--- src/rtl/ee2w_pkg.sv ---
package ee2w_pkg;

    typedef enum logic [2:0] {
        ST_IDLE,
        ST_RX,
        ST_ACK,
        ST_TX,
        ST_RACK,
        ST_WAIT
    } eng_st_e;

    typedef enum logic [1:0] {
        BK_CTRL,
        BK_ADDR,
        BK_DATA
    } byte_kind_e;

endpackage

--- src/rtl/ee2w_cdc.sv ---
module ee2w_cdc #(
    parameter int   STAGES  = 2,
    parameter logic RST_VAL = 1'b1
) (
    input  logic clk,
    input  logic rst_n,
    input  logic d,
    output logic q
);
    logic [STAGES-1:0] pipe_d, pipe_q;

    always_comb begin
        pipe_d = {pipe_q[STAGES-2:0], d};
    end

    always_ff @(posedge clk or negedge rst_n) begin
        if (!rst_n) pipe_q <= {STAGES{RST_VAL}};
        else        pipe_q <= pipe_d;
    end

    assign q = pipe_q[STAGES-1];
endmodule

--- src/rtl/ee2w_busdet.sv ---
module ee2w_busdet (
    input  logic clk,
    input  logic rst_n,
    input  logic scl_s,
    input  logic sda_s,
    output logic scl_rise,
    output logic scl_fall,
    output logic start_det,
    output logic stop_det
);
    typedef struct packed {
        logic scl;
        logic sda;
    } prev_t;

    prev_t prev_d, prev_q;

    always_comb begin
        prev_d.scl = scl_s;
        prev_d.sda = sda_s;
    end

    always_ff @(posedge clk or negedge rst_n) begin
        if (!rst_n) prev_q <= '{scl: 1'b1, sda: 1'b1};
        else        prev_q <= prev_d;
    end

    // framing conditions: data moves while clock stays high
    assign scl_rise  =  scl_s && !prev_q.scl;
    assign scl_fall  = !scl_s &&  prev_q.scl;
    assign start_det =  scl_s &&  prev_q.scl &&  prev_q.sda && !sda_s;
    assign stop_det  =  scl_s &&  prev_q.scl && !prev_q.sda &&  sda_s;
endmodule

--- src/rtl/ee2w_ptr.sv ---
module ee2w_ptr #(
    parameter int AW     = 11,
    parameter int PAGE_W = 4
) (
    input  logic          clk,
    input  logic          rst_n,
    input  logic          ld,
    input  logic [AW-1:0] ld_val,
    input  logic          inc_page,
    input  logic          inc_lin,
    output logic [AW-1:0] ptr_q
);
    logic [AW-1:0] ptr_d;

    always_comb begin
        ptr_d = ptr_q;
        if (ld) begin
            ptr_d = ld_val;
        end else if (inc_page) begin
            // carry stays inside the page
            ptr_d = {ptr_q[AW-1:PAGE_W], ptr_q[PAGE_W-1:0] + PAGE_W'(1)};
        end else if (inc_lin) begin
            ptr_d = ptr_q + AW'(1);
        end
    end

    always_ff @(posedge clk or negedge rst_n) begin
        if (!rst_n) ptr_q <= '0;
        else        ptr_q <= ptr_d;
    end
endmodule

--- src/rtl/ee2w_slave.sv ---
module ee2w_slave
    import ee2w_pkg::*;
#(
    parameter int         AW          = 11,
    parameter int         BLK_W       = 3,
    parameter int         PAGE_W      = 4,
    parameter int         SYNC_STAGES = 2,
    parameter logic [3:0] DEV_CODE    = 4'b1010
) (
    input  logic          clk,
    input  logic          rst_n,
    input  logic          scl_i,
    input  logic          sda_i,
    output logic          sda_oe,
    input  logic          wr_busy_i,
    output logic          pb_wr_en,
    output logic [AW-1:0] pb_wr_addr,
    output logic [7:0]    pb_wr_data,
    output logic          pb_commit,
    output logic          mem_rd_en,
    output logic [AW-1:0] mem_rd_addr,
    input  logic [7:0]    mem_rd_data
);
    localparam int BYTE_W   = 8;
    localparam int CNT_W    = 4;
    localparam int N_LINES  = 2;
    localparam logic [CNT_W-1:0] LAST_BIT = CNT_W'(BYTE_W - 1);
    localparam logic [CNT_W-1:0] ACK_LOW  = CNT_W'(BYTE_W);
    localparam logic [CNT_W-1:0] ACK_HIGH = CNT_W'(BYTE_W + 1);

    // ---------------- synchronizers ----------------
    logic [N_LINES-1:0] raw_lines, sync_lines;
    assign raw_lines = {scl_i, sda_i};

    for (genvar g = 0; g < N_LINES; g++) begin : g_sync
        ee2w_cdc #(.STAGES(SYNC_STAGES), .RST_VAL(1'b1)) u_cdc (
            .clk   (clk),
            .rst_n (rst_n),
            .d     (raw_lines[g]),
            .q     (sync_lines[g])
        );
    end

    logic scl_s, sda_s;
    assign scl_s = sync_lines[1];
    assign sda_s = sync_lines[0];

    logic scl_rise, scl_fall, start_det, stop_det;

    ee2w_busdet u_det (
        .clk       (clk),
        .rst_n     (rst_n),
        .scl_s     (scl_s),
        .sda_s     (sda_s),
        .scl_rise  (scl_rise),
        .scl_fall  (scl_fall),
        .start_det (start_det),
        .stop_det  (stop_det)
    );

    // ---------------- pointer ----------------
    logic          ptr_ld, ptr_pg_inc, ptr_lin_inc;
    logic [AW-1:0] ptr_ld_val, ptr_q;

    ee2w_ptr #(.AW(AW), .PAGE_W(PAGE_W)) u_ptr (
        .clk      (clk),
        .rst_n    (rst_n),
        .ld       (ptr_ld),
        .ld_val   (ptr_ld_val),
        .inc_page (ptr_pg_inc),
        .inc_lin  (ptr_lin_inc),
        .ptr_q    (ptr_q)
    );

    // ---------------- engine state ----------------
    typedef struct packed {
        eng_st_e         st;
        byte_kind_e      kind;
        logic [CNT_W-1:0] cnt;
        logic [BYTE_W-1:0] sr;
        logic            oe;
        logic            nxt_tx;
        logic            ld;
        logic            wrote;
        logic [BLK_W-1:0] blk;
        logic            commit;
        logic            wr_en;
        logic [AW-1:0]   wr_addr;
        logic [BYTE_W-1:0] wr_data;
        logic            rd_en;
        logic [AW-1:0]   rd_addr;
    } eng_r_t;

    localparam eng_r_t ENG_RST = '{st: ST_IDLE, kind: BK_CTRL, default: '0};

    eng_r_t r_d, r_q;
    logic [BYTE_W-1:0] byte_in;
    assign byte_in = {r_q.sr[BYTE_W-2:0], sda_s};

    always_comb begin
        r_d         = r_q;
        r_d.wr_en   = 1'b0;
        r_d.commit  = 1'b0;
        r_d.rd_en   = 1'b0;
        r_d.ld      = r_q.rd_en;
        ptr_ld      = 1'b0;
        ptr_ld_val  = ptr_q;
        ptr_pg_inc  = 1'b0;
        ptr_lin_inc = 1'b0;

        // fetched byte lands one cycle after the array request
        if (r_q.ld) r_d.sr = mem_rd_data;

        if (start_det) begin
            r_d.st    = ST_RX;
            r_d.kind  = BK_CTRL;
            r_d.cnt   = '0;
            r_d.oe    = 1'b0;
            r_d.wrote = 1'b0;
        end else if (stop_det) begin
            r_d.st     = ST_IDLE;
            r_d.oe     = 1'b0;
            r_d.commit = r_q.wrote;
            r_d.wrote  = 1'b0;
        end else begin
            case (r_q.st)
                ST_RX: begin
                    if (scl_rise) begin
                        r_d.sr  = byte_in;
                        r_d.cnt = r_q.cnt + CNT_W'(1);
                        if (r_q.cnt == LAST_BIT) begin
                            r_d.cnt    = ACK_LOW;
                            r_d.nxt_tx = 1'b0;
                            case (r_q.kind)
                                BK_CTRL: begin
                                    if (byte_in[7:4] == DEV_CODE && !wr_busy_i) begin
                                        r_d.st     = ST_ACK;
                                        r_d.nxt_tx = byte_in[0];
                                        r_d.kind   = BK_ADDR;
                                        if (!byte_in[0]) r_d.blk = byte_in[BLK_W:1];
                                    end else begin
                                        r_d.st = ST_WAIT;
                                    end
                                end
                                BK_ADDR: begin
                                    ptr_ld     = 1'b1;
                                    ptr_ld_val = {r_q.blk, byte_in};
                                    r_d.kind   = BK_DATA;
                                    r_d.st     = ST_ACK;
                                end
                                default: begin
                                    r_d.wr_en   = 1'b1;
                                    r_d.wr_addr = ptr_q;
                                    r_d.wr_data = byte_in;
                                    r_d.wrote   = 1'b1;
                                    ptr_pg_inc  = 1'b1;
                                    r_d.st      = ST_ACK;
                                end
                            endcase
                        end
                    end
                end
                ST_ACK: begin
                    if (scl_fall) begin
                        if (r_q.cnt == ACK_LOW) begin
                            r_d.oe = 1'b1;
                        end else if (r_q.nxt_tx) begin
                            r_d.st  = ST_TX;
                            r_d.cnt = '0;
                            r_d.oe  = ~r_q.sr[BYTE_W-1];
                        end else begin
                            r_d.st  = ST_RX;
                            r_d.cnt = '0;
                            r_d.oe  = 1'b0;
                        end
                    end else if (scl_rise && r_q.cnt == ACK_LOW) begin
                        r_d.cnt = ACK_HIGH;
                        if (r_q.nxt_tx) begin
                            r_d.rd_en   = 1'b1;
                            r_d.rd_addr = ptr_q;
                            ptr_lin_inc = 1'b1;
                        end
                    end
                end
                ST_TX: begin
                    if (scl_rise) begin
                        r_d.cnt = r_q.cnt + CNT_W'(1);
                    end else if (scl_fall) begin
                        if (r_q.cnt == ACK_LOW) begin
                            r_d.oe = 1'b0;
                            r_d.st = ST_RACK;
                        end else begin
                            r_d.sr = {r_q.sr[BYTE_W-2:0], 1'b0};
                            r_d.oe = ~r_q.sr[BYTE_W-2];
                        end
                    end
                end
                ST_RACK: begin
                    if (scl_rise) begin
                        if (!sda_s) begin
                            r_d.rd_en   = 1'b1;
                            r_d.rd_addr = ptr_q;
                            ptr_lin_inc = 1'b1;
                            r_d.nxt_tx  = 1'b1;
                            r_d.cnt     = ACK_HIGH;
                            r_d.st      = ST_ACK;
                        end else begin
                            r_d.st = ST_WAIT;
                        end
                    end
                end
                default: ;
            endcase
        end
    end

    always_ff @(posedge clk or negedge rst_n) begin
        if (!rst_n) r_q <= ENG_RST;
        else        r_q <= r_d;
    end

    eng_st_e st_mon;
    assign st_mon = r_q.st;

    assign sda_oe      = r_q.oe;
    assign pb_wr_en    = r_q.wr_en;
    assign pb_wr_addr  = r_q.wr_addr;
    assign pb_wr_data  = r_q.wr_data;
    assign pb_commit   = r_q.commit;
    assign mem_rd_en   = r_q.rd_en;
    assign mem_rd_addr = r_q.rd_addr;
endmodule

--- config.mk ---
export PLATFORM = sky130hd
export DESIGN_NAME = ee2w_slave
export DESIGN_NICKNAME = d
export VERILOG_FILES = /design/src/rtl/ee2w_pkg.sv /design/src/rtl/ee2w_cdc.sv /design/src/rtl/ee2w_busdet.sv /design/src/rtl/ee2w_ptr.sv /design/src/rtl/ee2w_slave.sv
export SDC_FILE = /design/constraint.sdc
export NUM_CORES = 1
export LEC_CHECK = 0
export BUFFER_PORTS_ARGS = -buffer_cell sky130_fd_sc_hd__clkbuf_2
export CORE_MARGIN = 5
export CORE_UTILIZATION = 35
export CTS_BUF_LIST = sky130_fd_sc_hd__clkbuf_4
export CTS_CLUSTER_DIAMETER = 30
export DETAILED_ROUTE_END_ITERATION = 16
export PLACE_DENSITY = 0.52
export SETUP_SLACK_MARGIN = 0.2
export SYNTH_ARGS = -nofsm -noshare
export SYNTH_HDL_FRONTEND = slang
export SYNTH_SLANG_ARGS = --single-unit
--- constraint.sdc ---
create_clock -name clk -period 1.9 [get_ports clk]
set_clock_uncertainty 0.15 [all_clocks]
set_input_delay 0.285 -clock clk [delete_from_list [all_inputs] [get_ports clk]]
set_output_delay 0.285 -clock clk [all_outputs]
set_load 0.03 [all_outputs]
* Word-level counts from Yosys, hierarchy flattened
Cells that the tools add are included.
W data, S select, Z words.
** Operators by class
- Bitwise gates (word level) :: 6
- Reductions and logical operators :: 41
- $add $sub $neg :: 3
- Equal/unequal tests :: 39
- Multiplexer cells :: 97
** Operators with widths (count)
- $mux W11 :: 9
- $mux W20 :: 4
- $mux W12 :: 5
- $ne A4 B4 Y1 const B :: 10
- $mux W3 :: 13
- $mux W4 :: 9
- $mux W9 :: 4
- $mux W1 :: 35
- $mux W33 :: 1
- $mux W32 :: 1
- $reduce_and A8 Y1 :: 4
- $mux W8 :: 3
- $ne A2 B2 Y1 const B :: 12
- $pmux W12 S2 :: 1
- $mux W17 :: 1
- $pmux W4 S4 :: 1
- $pmux W8 S2 :: 1
- $ne A3 B3 Y1 const B :: 5
- $reduce_bool A3 Y1 :: 5
- $mux W14 :: 1
- $reduce_and A7 Y1 :: 2
- $pmux W3 S4 :: 1
- $reduce_and A6 Y1 :: 2
- $reduce_bool A2 Y1 :: 6
- other kinds (23) :: 50
** Word-level totals
- Register bits after elaboration :: 74
- Word-level logic and storage cells :: 207
- Output and inout port bits :: 34

* Logic depth before layout (Yosys ltp)
- Word-level depth :: 11
- Mapped depth :: 10
- Gate-level depth less buffers :: 8

* Cells and area by module
From an unflattened synthesis, not the netlist that was laid out.
** Unflattened totals
- Cell total of the unflattened synthesis :: 389
- Area, all modules :: 4169.0 µm²
** Modules (own cells, without submodules)
- ee2w_slave :: area an instance 3339.5 µm², cells each 314, instances 1, sequential area each 1426.4 µm²
- ee2w_ptr :: area an instance 639.4 µm², cells each 65, instances 1, sequential area each 275.3 µm²
- ee2w_cdc :: area an instance 52.6 µm², cells each 2, instances 2, sequential area each 52.6 µm²
- ee2w_busdet :: area an instance 85.1 µm², cells each 6, instances 1, sequential area each 52.6 µm²

* Worst setup path before layout
Ideal clock, no wire load.
- Path kind :: register to register
- From :: register g_sync[1].u_cdc.pipe_q[1]
- To :: register r_q[48] in the netlist's numbering
- Data arrival time :: 1.757 ns
- Path slack :: -0.134 ns
- Stages on the path, launching flop included :: 8
- Path buffers :: 2
- Setup time :: 0.128 ns
- Period minus slack after synthesis :: 2.034 ns
- Path through :: dfstp_2 > buf_6 > nor2b_2 > buf_6 > a31oi_1 > o221ai_1 > nand3_1 > mux2_1
** On the way
- Cells in the longest elaborated chain, start to end :: 6
** Ends and longest elaborated chain
- from (decl) :: RTL line ee2w_cdc.sv:10 : logic [STAGES-1:0] pipe_d, pipe_q;
- from (signal assigned) :: RTL line ee2w_cdc.sv:17 : if (!rst_n) pipe_q <= {STAGES{RST_VAL}};
- from (signal assigned) :: RTL line ee2w_cdc.sv:18 : else pipe_q <= pipe_d;
- $logic_not A1 Y1 :: RTL line ee2w_busdet.sv:30 : assign scl_fall = !scl_s && prev_q.scl;
- $logic_and A1 B1 Y1 :: RTL line ee2w_busdet.sv:30
- $mux W4 :: RTL line ee2w_slave.sv:164 : if (scl_fall) begin
- $pmux W4 S4 :: RTL line ee2w_slave.sv:126 : case (r_q.st)
- $mux W14 :: RTL line ee2w_slave.sv:120 : end else if (stop_det) begin
- $mux W9 :: RTL line ee2w_slave.sv:114 : if (start_det) begin
- to (signal assigned) :: RTL line ee2w_slave.sv:219 : else r_q <= r_d;
- to (decl) :: RTL line ee2w_slave.sv:96 : eng_r_t r_d, r_q;
Parallel ways exist; a longest one is shown, timed or not. The select of a mux whose other input is x is not followed.
A chain may end at the register's enable or synchronous reset.

* Worst setup path after layout
- From :: register r_q (netlist bit st_mon[2])
- To :: register r_q[35] in the netlist's numbering
** On the way
- Cells in the longest elaborated chain, start to end :: 2
** Ends and longest elaborated chain (RTL line)
- $eq A3 B1 Y1 :: ee2w_slave.sv:126
- $reduce_and A8 Y1 (no line)
Every way passes these cells.

==> metrics.yaml <==
place:
  dp_hpwl_um: 7451
  routabilityCongestion: 0.8550
  placed_cell_area_um2: 4850
  placed_cells: 612
  portBuffers: 46
logic_synthesis:
  synth_compound_area_share_pct: 16.48
  synthCells: 394
  yosys_warnings: 0
  synth_top_family_by_area: "simple AND/OR/NAND/NOR gates"
  ys_seq_elements: 74
  synthAdderAreaFrac_pct: 0.9188
  synthMuxAreaShare_pct: 7.596
  synthesis.nets: 410
  yosys.area.top_type: "dfrtp_1"
  synth_ff_type: "dfrtp_1"
  ys_types: 69
  synth_top_area_share_pct: 41.65
  yosysSeqAreaShare_pct: 45.51
  syn_avg_cell_area_um2: 10.37
  netlist_top_cells_area: "dfrtp_1, buf_4, mux2_1, nand2_1, dfstp_2"
  synth_simple_gate_area_share_pct: 18.81
  async_flop_share_pct: 100.0
  synth-xor-area-share_pct: 0
  netlist_area_um2: 4085
  synth-edff-count: 0
cells_and_area:
  area_growth_pct: 41.56
  diodes: 0
  nets: 528
  instances_no_fill: 658
  layout_commonest_cell: "buf_4"
  design_area_um2: 5783
  drive_gt1_share_pct: 54.76
  mostFrequentLayoutCells: "buf_4, dfrtp_1, clkbuf_2"
timing:
  rsz0062_at_grt: "true"
  min_period_over_period_pct: 106.6
  setup_violations: 40
  worst_pin_slew_ns: 0.7713
  finalMaxSlewViolations: 0
  tns_ns: -2.923
  hold_viol: 0
  setup_slack_ns: -0.1260
  slew_headroom_pct: 48.58
  min_period_ns: 2.026
  fmax_mhz: 493.6
drt:
  vias_per_cell: 5.099
  wl_per_cell_um: 16.02
  dr.pass1.iters: 4
  final_antenna_net_count: 0
  num_vias: 3355
  first_iter_violations: 176
  drcViolationCount: 0
  routed_wl_um: 10540
cts:
  clock_latency_ns: 0.46
  path_clk_slew_ns: 0.12
  root_buffer: "clkbuf_4"
  cts_sinks: 74
  clk_path_buf_depth: 2
  htreeDepth: 3
  cts_buffers: 9
  cts_tree: "built"
floorplanning:
  rows: 39
  dieArea_um2: 13930
  io_pins: 47
  coreArea_um2: 11420
  die_h_um: 118.0
  die_w_um: 118.0
  start_util_pct: 35.78
pwr:
  power_density_nw_per_um2: 1034
  max-vdd-ir-drop_uv: 609.7
  p_leak_nw: 2.767
grt:
  overflow: 0
  antenna_found_initial: 0
  grt_pass1_wl_um: 17880
  grt_max_degree: 42
  grt_pass1_vias: 3458
  track_usage_pct: 15.84
setup_path:
  worst_ep_required_time_ns: 2.10
  cp-start-kind: "register"
  r2r_setup_slack_ns: -0.13
  arrival_ns: 2.23
  cpMaxStageDelayCell: "or3b_4"
  crit_fanout: 8
  crit_path_max_incr_delay_ns: 0.49
  worst-path-stages: 4
  crit_type: "register to register"
  r2r_cells: 4
  r2r_end: "r_q[35]$_DFFE_PN0P_"
  crit_family: "simple AND/OR/NAND/NOR gates"
  crit_buf_inv: 0
  cp-end-kind: "register"
  rr_startpoint: "st_mon[2]$_DFFE_PN0P_"
  path_cells: "or3b_4, nor2_4, and4bb_2, mux2_4"
outcome:
  status: "finished with violations"
  violations: "setup timing"
hold_path:
  hold_path.class: "primary input to async pin"
run:
  maxCapViolCount: 0
[timing repair]
item	in CTS	in global routing
endpoints found under the hold margin	45	0
setup endpoints to repair	65	66
cloned	1	1
gates resized for setup	79	49
setup buffers	12	7
hold buffers	11	0
pin swaps	32	30
[state kept, by name, summed over array words and instances (netlist names)]
signal               cells
pb_wr_data               8
u_ptr.ptr_q             11
r_q                     13
pb_wr_en                 1
mem_rd_addr             11
sda_oe                   1
pb_commit                1
pb_wr_addr              11
g_sync.u_cdc.pipe_q      4
st_mon                   3
u_det.prev_q             2
byte_in                  7
mem_rd_en                1
[layout make-up]
type                    count  area, um^2
flip-flops and latches     74        1863
clock buffers               9       67.56
inverters                  11       43.79
multi-input cells         258        2275
well taps                 143       178.9
fillers                  1072        5635
repair buffers            158        1284
clock inverters             5       71.32
[cells in the mapped netlist, types with 3 or more instances]
library cell   n
and3_1         4
inv_1         10
clkbuf_1       4
ha_1           3
a21o_1         3
dfstp_2        6
a21oi_1       20
nor3_1         5
buf_2          5
nand3b_1       3
a31o_2         3
a221o_1        6
buf_4         32
mux2_1        20
nand3_1        9
mux2i_1        4
nor2_1        14
o21ai_1        5
nor3b_2        3
nor2b_1        8
o21ai_0       16
and3b_1        3
buf_6          9
a211oi_1       6
nand2_1       54
mux2_2         4
o31a_1         3
dfrtp_1       68
nand2b_1       9
a31oi_1        5
[cells by family after synthesis]
group                      Yosys count
AOI/OAI and AO/OA                   92
adders and majority gates            3
buffers and inverters               62
DFF                                 74
muxes                               28
and+or+nand+nor                    135
[layer usage]
| layer | vias up | GRT usage [%] | part of all wire, % |
|---|---|---|---|
| met5 | - | 0 | 0 |
| met4 | 0 | 5.448 | 1.8 |
| met3 | 16 | 4.181 | 4.7 |
| met2 | 76 | 24.19 | 45 |
| met1 | 1657 | 21.72 | 48 |
| li1 | 1606 | - | - |
[power by group]
group | leakage, nW | internal (mW) | switching [mW]
sequential | 0.981 | 1.79 | 0.247
combinational | 1.71 | 1.54 | 1.34
clock | 0.0744 | 0.507 | 0.549
[through the flow]
step                hold WS, ns  worst slack (ns)  utilization (%)  total power [mW]
finish                   0.1952           -0.1260            50.65             5.979
floorplan               -0.1606          -0.06387                -             3.382
global placement         0.1645           -0.1987            42.47             4.249
CTS                      0.1792           -0.1390            48.31             5.848
detailed placement       0.1621           -0.2481            42.47             4.283
global route             0.2258           -0.2335            50.65             6.357
[worst reg2reg max path, stage by stage, from the launching register on]
cell and delay (ns):
dfrtp_2 0.48, or3b_4 0.49, nor2_4 0.19, and4bb_2 0.33, mux2_4 0.31
[how the worst max path moves through the flow]
stage                          startpoint  slack (ns)                          end
floorplan             r_q[48]$_DFFE_PN0P_       -0.06  u_ptr.ptr_q[10]$_DFFE_PN0P_
global placement      r_q[49]$_DFFE_PN0P_       -0.20   u_ptr.ptr_q[5]$_DFFE_PN0P_
detailed placement  st_mon[1]$_DFFE_PN0P_       -0.25          r_q[48]$_DFFE_PN0P_
CTS                   r_q[49]$_DFFE_PN0P_       -0.14  u_ptr.ptr_q[10]$_DFFE_PN0P_
global route          r_q[49]$_DFFE_PN0P_       -0.23  u_ptr.ptr_q[10]$_DFFE_PN0P_
finish              st_mon[2]$_DFFE_PN0P_       -0.13          r_q[35]$_DFFE_PN0P_
No activity file was read; power rests on OpenSTA's default activity.
